[src/rtl/frs_pkg.sv]
package frs_pkg;
  typedef enum logic [1:0] {
    FRS_TRUNC      = 2'b00,
    FRS_HALF_UP    = 2'b01,
    FRS_CONVERGENT = 2'b10,
    FRS_UP_MAG     = 2'b11
  } frs_mode_e;
endpackage

[src/rtl/frs_round.sv]
module frs_round
  import frs_pkg::*;
#(
  parameter int IN_W  = 16,
  parameter int OUT_W = 8
) (
  input  logic [IN_W-1:0]   prod,
  input  frs_mode_e         mode,
  output logic [OUT_W+1:0]  kept,
  output logic              tie,
  output logic              bump
);
  localparam int D      = IN_W - OUT_W - 1;
  localparam int KEEP_W = OUT_W + 2;
  localparam logic [D-1:0] TIE_PAT = D'(1) << (D - 1);

  // decide whether one output LSB is added
  function automatic logic bump_fn(frs_mode_e m, logic is_tie, logic half_bit,
                                   logic lsb, logic neg);
    case (m)
      FRS_TRUNC:      bump_fn = 1'b0;
      FRS_HALF_UP:    bump_fn = half_bit;
      FRS_CONVERGENT: bump_fn = is_tie ? lsb : half_bit;
      default:        bump_fn = is_tie ? ~neg : half_bit;
    endcase
  endfunction

  logic [KEEP_W-1:0] upper;

  always_comb begin
    // sign-extended upper field: ext sign, two product sign bits, OUT_W-1 bits
    upper = {prod[IN_W-1], prod[IN_W-1:D]};
    tie   = (prod[D-1:0] == TIE_PAT);
    bump  = bump_fn(mode, tie, prod[D-1], prod[D], prod[IN_W-1]);
    kept  = upper + {{(KEEP_W-1){1'b0}}, bump};
  end
endmodule

[src/rtl/frs_saturate.sv]
module frs_saturate #(
  parameter int OUT_W = 8
) (
  input  logic [OUT_W+1:0] kept,
  output logic [OUT_W-1:0] word,
  output logic             ovf,
  output logic             sat_pos,
  output logic             sat_neg
);
  localparam logic [OUT_W-1:0] POS_FS = {1'b0, {(OUT_W-1){1'b1}}};
  localparam logic [OUT_W-1:0] NEG_FS = {1'b1, {(OUT_W-1){1'b0}}};

  // value fits when extension bit and both sign bits agree
  function automatic logic fits_fn(logic [2:0] top);
    fits_fn = (top == 3'b000) || (top == 3'b111);
  endfunction

  always_comb begin
    ovf     = ~fits_fn(kept[OUT_W+1:OUT_W-1]);
    sat_pos = ovf & ~kept[OUT_W+1];
    sat_neg = ovf &  kept[OUT_W+1];
    if (sat_pos)      word = POS_FS;
    else if (sat_neg) word = NEG_FS;
    else              word = kept[OUT_W-1:0];
  end
endmodule

[src/rtl/frac_round_sat.sv]
module frac_round_sat
  import frs_pkg::*;
#(
  parameter int IN_W  = 16,
  parameter int OUT_W = 8
) (
  input  logic             clk,
  input  logic             rst,
  input  logic             in_vld,
  input  logic [IN_W-1:0]  in_prod,
  input  logic [1:0]       in_mode,
  output logic [OUT_W-1:0] out_data,
  output logic             out_vld,
  output logic             out_ovf
);
  localparam int KEEP_W = OUT_W + 2;

  frs_mode_e         mode_w;
  logic [KEEP_W-1:0] kept_w;
  logic              tie_w;
  logic              bump_w;
  logic [OUT_W-1:0]  word_w;
  logic              ovf_w;
  logic              sat_pos_w;
  logic              sat_neg_w;

  assign mode_w = frs_mode_e'(in_mode);

  frs_round #(.IN_W(IN_W), .OUT_W(OUT_W)) u_round (
    .prod (in_prod),
    .mode (mode_w),
    .kept (kept_w),
    .tie  (tie_w),
    .bump (bump_w)
  );

  frs_saturate #(.OUT_W(OUT_W)) u_sat (
    .kept    (kept_w),
    .word    (word_w),
    .ovf     (ovf_w),
    .sat_pos (sat_pos_w),
    .sat_neg (sat_neg_w)
  );

  always_ff @(posedge clk) begin
    if (rst) begin
      out_data <= '0;
      out_vld  <= 1'b0;
      out_ovf  <= 1'b0;
    end else begin
      out_vld <= in_vld;
      if (in_vld) begin
        out_data <= word_w;
        out_ovf  <= ovf_w;
      end
    end
  end
endmodule

[config.mk]
export PLATFORM = sky130hd
export DESIGN_NAME = frac_round_sat
export DESIGN_NICKNAME = d
export VERILOG_FILES = /design/src/rtl/frs_pkg.sv /design/src/rtl/frs_round.sv /design/src/rtl/frs_saturate.sv /design/src/rtl/frac_round_sat.sv
export SDC_FILE = /design/constraint.sdc
export NUM_CORES = 1
export LEC_CHECK = 0
export ABC_CLOCK_PERIOD_IN_PS = 3300
export BUFFER_PORTS_ARGS = -buffer_cell sky130_fd_sc_hd__buf_4
export CAP_MARGIN = 10
export CORE_MARGIN = 3
export CORE_UTILIZATION = 46
export CTS_CLUSTER_SIZE = 25
export DETAILED_ROUTE_END_ITERATION = 6
export HOLD_SLACK_MARGIN = 0.02
export PLACE_DENSITY = 0.77
export SLEW_MARGIN = 20
export SYNTH_ARGS = -nofsm -noshare
export SYNTH_HDL_FRONTEND = slang
export SYNTH_HIERARCHICAL = 1
export SYNTH_SLANG_ARGS = --single-unit
[constraint.sdc]
create_clock -name clk -period 3.3 [get_ports clk]
set_input_delay 0.33 -clock clk [delete_from_list [all_inputs] [get_ports clk]]
set_output_delay 0.33 -clock clk [all_outputs]
set_load 0.02 [all_outputs]
==> results of run 1 <==
-- path summary, 6_finish.rpt --
kind	start	to	slack (ps)	cells past startpoint
setup reg to reg	out_data[0]	out_data[0]	2700	2
hold / removal	rst	out_data[3]	300	2
setup / recovery	in_prod[3]	out_data[2]	800	14
hold reg to reg	out_ovf	out_ovf	500	2
-- layout make-up --
class | instances | area, um^2 | area share (%)
sequential | 10 | 200 | 21.0
tap | 15 | 18.8 | 1.97
clock buffer | 4 | 36.3 | 3.81
timing repair buffer | 31 | 233 | 24.4
inverter | 1 | 3.75 | 0.394
multi-input combinational | 69 | 462 | 48.4
-- per-layer routing --
layer / wire length, um / track usage (%) / up-vias / part of all wire (%)
li1: - / - / 368 / -
met1: 672 / 18.0 / 310 / 41
met2: 815 / 29.7 / 25 / 49
met3: 132 / 7.51 / 4 / 8.0
met4: 25 / 6.25 / 0 / 1.5
met5: 0 / 0 / - / 0
-- cells in the final DEF (no fill, tap or decap) --
master / n
buf_4: 31
nor2_1: 18
dfxtp_1: 10
mux2i_1: 9
a21boi_0: 7
o22ai_1: 7
nand3_1: 6
xnor2_1: 5
clkbuf_4: 3
nor3_2: 2
and3_1: 2
xor2_1: 2
o21ai_0: 2
ha_1: 2
nor2b_1: 1
clkbuf_8: 1
or4_4: 1
o21a_1: 1
nand4_1: 1
and4_1: 1
nand2_1: 1
a21oi_1: 1
inv_2: 1
-- report_power, final --
group	switching (mW)	total, mW	internal [mW]
registers	0.00429	0.134	0.130
clock network	0.0436	0.111	0.0671
logic	0.0508	0.101	0.0499
-- worst max-delay path, stage by stage --
cell	delay (ps)
buf_4	110
or4_4	530
nor3_2	130
a21oi_1	90
ha_1	240
ha_1	250
nand4_1	130
nor2_1	60
xor2_1	130
buf_4	180
a21boi_0	180
o22ai_1	110
mux2i_1	150
nor2_1	50
-- state kept, by name (all words and copies together), names as in the netlist --
register and count:
out_data 8, out_ovf 1, out_vld 1
==> results.json, run 1 <==
{
  "antennaDiodeCount": 0,
  "syn_to_final_growth_pct": 30.5,
  "status": "complete, no violations",
  "initial_core_util_pct": 52.2,
  "clock_latency_ps": 260,
  "postCtsSetupBuffers": 0,
  "num-nets-final": 139,
  "wl_um": 1650,
  "crit_arrival_ps": 2670,
  "cts_root_buffer": "clkbuf_4",
  "place_inst": 126,
  "grt_max_degree": 18,
  "p_leak_nw": 0.447,
  "hpwlAfterDp_um": 1300,
  "fin_cells": 130,
  "p_per_area_nw_per_um2": 362,
  "setup_viol": 0,
  "worst_setup_path_end_kind": "flop",
  "synth_area_per_cell_um2": 8.40,
  "vias_per_cell": 5.44,
  "drtIter0Drc": 10,
  "hold_class": "in2reg",
  "post_drt_wl_per_cell_um": 12.7,
  "final.min_clock_period_ps": 2500,
  "place_ws_ps": 504,
  "syn_nets": 110,
  "ir_drop_mv": 0.340,
  "drive_above_1_share_pct": 33.9,
  "hold_violations": 0,
  "yosys_warnings": 6,
  "dpl_cell_area_um2": 917,
  "clock-sinks": 10,
  "postRouteAntennaNets": 0,
  "num_rows": 13,
  "vias": 707,
  "slew_headroom_pct": 67.2,
  "cp-start-kind": "input pin",
  "clk_path_buf_depth": 2,
  "slew_viol_final": 0,
  "required_ps": 3470,
  "tightest_slew_ps": 492,
  "ctsResizeCount": 0,
  "antenna_found_initial": 0,
  "skew_ps": 0,
  "die-area_um2": 2100,
  "htreeDepth": 1,
  "grt_setup_unrepaired": "no",
  "grt_usage_pct": 17.1,
  "cts_hold_buf": 0,
  "fillCellCount": 124,
  "ios": 31,
  "firstDrtPassIters": 4,
  "finish.utilization_pct": 68.2,
  "io_buffers": 30,
  "max_freq_ghz": 0.400,
  "die_h_um": 45.9,
  "fin_hold_ws_ps": 295,
  "gp_congestion": 0.702,
  "fin_tns_setup_ps": 0,
  "overflow": 0,
  "synth_area_um2": 731,
  "clk_pin_slew_ps": 70,
  "core_um2": 1400,
  "path_class": "in2reg",
  "grt_pass1_vias": 625,
  "cts_tree": "yes",
  "remaining_drc_errors": 0,
  "power_mw": 0.346,
  "critPathMaxFanout": 16,
  "grt_pass1_wl_um": 2560,
  "worst_slack_ps": 800,
  "final.period_utilization_pct": 75.8,
  "drv_cap": 0,
  "synthCells": 87,
  "postLayoutCellArea_um2": 953,
  "numCtsBuffers": 3,
  "die_w_um": 45.9
}
No activity file was read; power rests on OpenSTA's default activity.
==> inputs of run 2 (changes only) <==
Settings changed: ABC_CLOCK_PERIOD_IN_PS 3300 to 2100, CORE_UTILIZATION 46 to 42, PLACE_DENSITY 0.77 to 0.74.
Clock period 3.3 ns to 2.1 ns, I/O delays scaled along.
==> run 2 against run 1 <==
The flow now finishes with violations (setup timing). Combinational power up 79%. First-iteration DRC count down 30%. Sequential power up 57%. Final cell count up 8.5%. Die area up 8.3%. Utilization down 0.062 points. Clock power up 50%. Power up 61%. Critical endpoint is now out_ovf.
==> results.json, run 2 (synthesis gave the netlist of run 1 again) <==
{
  "firstDrtPassIters": 2,
  "skew_ps": 0,
  "r2r-end": "out_data[1]",
  "place_inst": 137,
  "clk_path_buf_depth": 2,
  "max_freq_ghz": 0.473,
  "syn_to_final_growth_pct": 46.9,
  "slew_headroom_pct": 84.1,
  "cp-start-kind": "input pin",
  "pwr-share-clk_pct": 29.7,
  "cp-startpoint": "in_prod[3]",
  "grt_usage_pct": 16.3,
  "fin_tns_setup_ps": -27.3,
  "r2r_start": "out_data[1]",
  "antennaDiodeCount": 0,
  "cts_root_buffer": "clkbuf_4",
  "grt_pass1_wl_um": 2670,
  "final.period_utilization_pct": 101,
  "die-area_um2": 2280,
  "hold_class": "in2reg",
  "power_frac_comb_pct": 32.5,
  "max_stage_delay_ps": 520,
  "layout_common_cells": "buf_4 (38), nor2_1 (18), dfxtp_1 (10), mux2i_1 (9)",
  "crit_top_cell": "nor2_1",
  "clock-sinks": 10,
  "worst_slack_ps": -13.6,
  "reg_top3": "out_data (8), out_ovf (1), out_vld (1)",
  "largest_register": "out_data",
  "initial_core_util_pct": 46.3,
  "vias_per_cell": 5.08,
  "drv_cap": 0,
  "postRouteAntennaNets": 0,
  "fillCellCount": 138,
  "p_leak_nw": 0.509,
  "place_ws_ps": -337,
  "postLayoutCellArea_um2": 1070,
  "gp_congestion": 0.889,
  "p_per_area_nw_per_um2": 520,
  "status": "finished with violations",
  "switchingPower_mw": 0.154,
  "required_ps": 2260,
  "grt_pass1_vias": 663,
  "wl_um": 1750,
  "p_int_mw": 0.404,
  "hp-start": "rst",
  "drive_above_1_share_pct": 43.2,
  "path_cells": "buf_6, or4_4, nor3_2, a21oi_1, ha_2, ha_4, nand4_1, nor2_1, xor2_1, buf_6, buf_4, nor3_2, nor2_1, mux2i_1, nor2_1",
  "hpwlAfterDp_um": 1440,
  "clock_latency_ps": 250,
  "power_mw": 0.558,
  "remaining_drc_errors": 0,
  "reg2reg_slack_ps": 1500,
  "cts_tree": "yes",
  "tightest_slew_ps": 236,
  "hold_violations": 0,
  "violations": "setup timing",
  "critPathMaxFanout": 16,
  "switching_share_pct": 27.6,
  "grt_max_degree": 17,
  "num_rows": 14,
  "clk_pin_slew_ps": 60,
  "p_seq_share_pct": 37.8,
  "dpl_cell_area_um2": 1010,
  "setup_viol": 3,
  "r2r_cells": 2,
  "holdPathStages": 2,
  "ios": 31,
  "finish.utilization_pct": 68.1,
  "post_drt_wl_per_cell_um": 12.4,
  "ir_drop_mv": 0.478,
  "cp_slowest_cell": "or4_4",
  "vias": 716,
  "path_class": "in2reg",
  "num-nets-final": 149,
  "crit_arrival_ps": 2270,
  "die_w_um": 47.7,
  "worst_setup_path_end_kind": "flop",
  "largest_register_ffs": 8,
  "core_um2": 1580,
  "antenna_found_initial": 0,
  "final.min_clock_period_ps": 2110,
  "fin_cells": 141,
  "slew_viol_final": 0,
  "htreeDepth": 1,
  "final_common_cell": "buf_4",
  "io_buffers": 30,
  "numCtsBuffers": 3,
  "grt_setup_unrepaired": "yes",
  "drtIter0Drc": 7,
  "overflow": 0,
  "die_h_um": 47.7,
  "whs_endpoint": "out_ovf",
  "fin_hold_ws_ps": 183
}
run 2: cell count changes in the layout (fill, tap and decap cells not counted), sizes merged:
cell	previous run	this run
buf	31	41
run 2: final cells by class:
| cell class | instances | area (um^2) | share of cell area [%] |
|---|---|---|---|
| Multi-Input combinational cell | 69 | 494 | 46.0 |
| Tap cell | 16 | 20.0 | 1.86 |
| Inverter | 1 | 3.75 | 0.350 |
| Clock buffer | 4 | 36.3 | 3.38 |
| Sequential cell | 10 | 200 | 18.6 |
| Timing Repair Buffer | 41 | 319 | 29.7 |
run 2: routing by layer:
layer  vias to the layer above  GRT usage, %  wire length [um]
met2                        11          30.9               955
met3                         0          4.89                59
met1                       322          17.6               737
li1                        383             -                 -
met4                         0          3.23                 0
met5                         -             0                 0
run 2: power groups by stage:
stage	logic [mW]	registers (mW)	clock network, mW
2_1_floorplan	0.0835	0.232	0
3_3_place_gp	0.170	0.215	0
3_5_place_dp	0.175	0.215	0
4_1_cts	0.177	0.211	0.173
5_1_grt	0.199	0.212	0.176
6_report	0.181	0.211	0.166
run 2: worst max-delay path, delay by kind of cell:
| kind | cells | cell delay (ps) |
|---|---|---|
| AO/OA/AOI/OAI | 1 | 90 |
| XOR/XNOR | 1 | 140 |
| adder cells (fa/ha/maj) | 2 | 360 |
| buffers and inverters | 3 | 370 |
| multiplexers | 1 | 120 |
| AND/OR/NAND/NOR | 7 | 980 |
run 2: timing repair:
action | 4_1_cts | 5_1_grt
hold endpoints to repair | 0 | 0
pin swaps | 0 | 1
setup endpoints to repair | 8 | 8
resized for setup | 1 | 8
buffers inserted | 0 | 0
hold buffers | 0 | 0
run 2: worst max-delay path by stage:
stage | cells after the start | endpoint | slack, ps
2_1_floorplan | 14 | out_data[0] | -140
3_3_place_gp | 15 | out_ovf | -300
3_5_place_dp | 14 | out_data[4] | -340
4_1_cts | 14 | out_data[6] | -60
5_1_grt | 15 | out_ovf | -110
6_report | 15 | out_ovf | -10
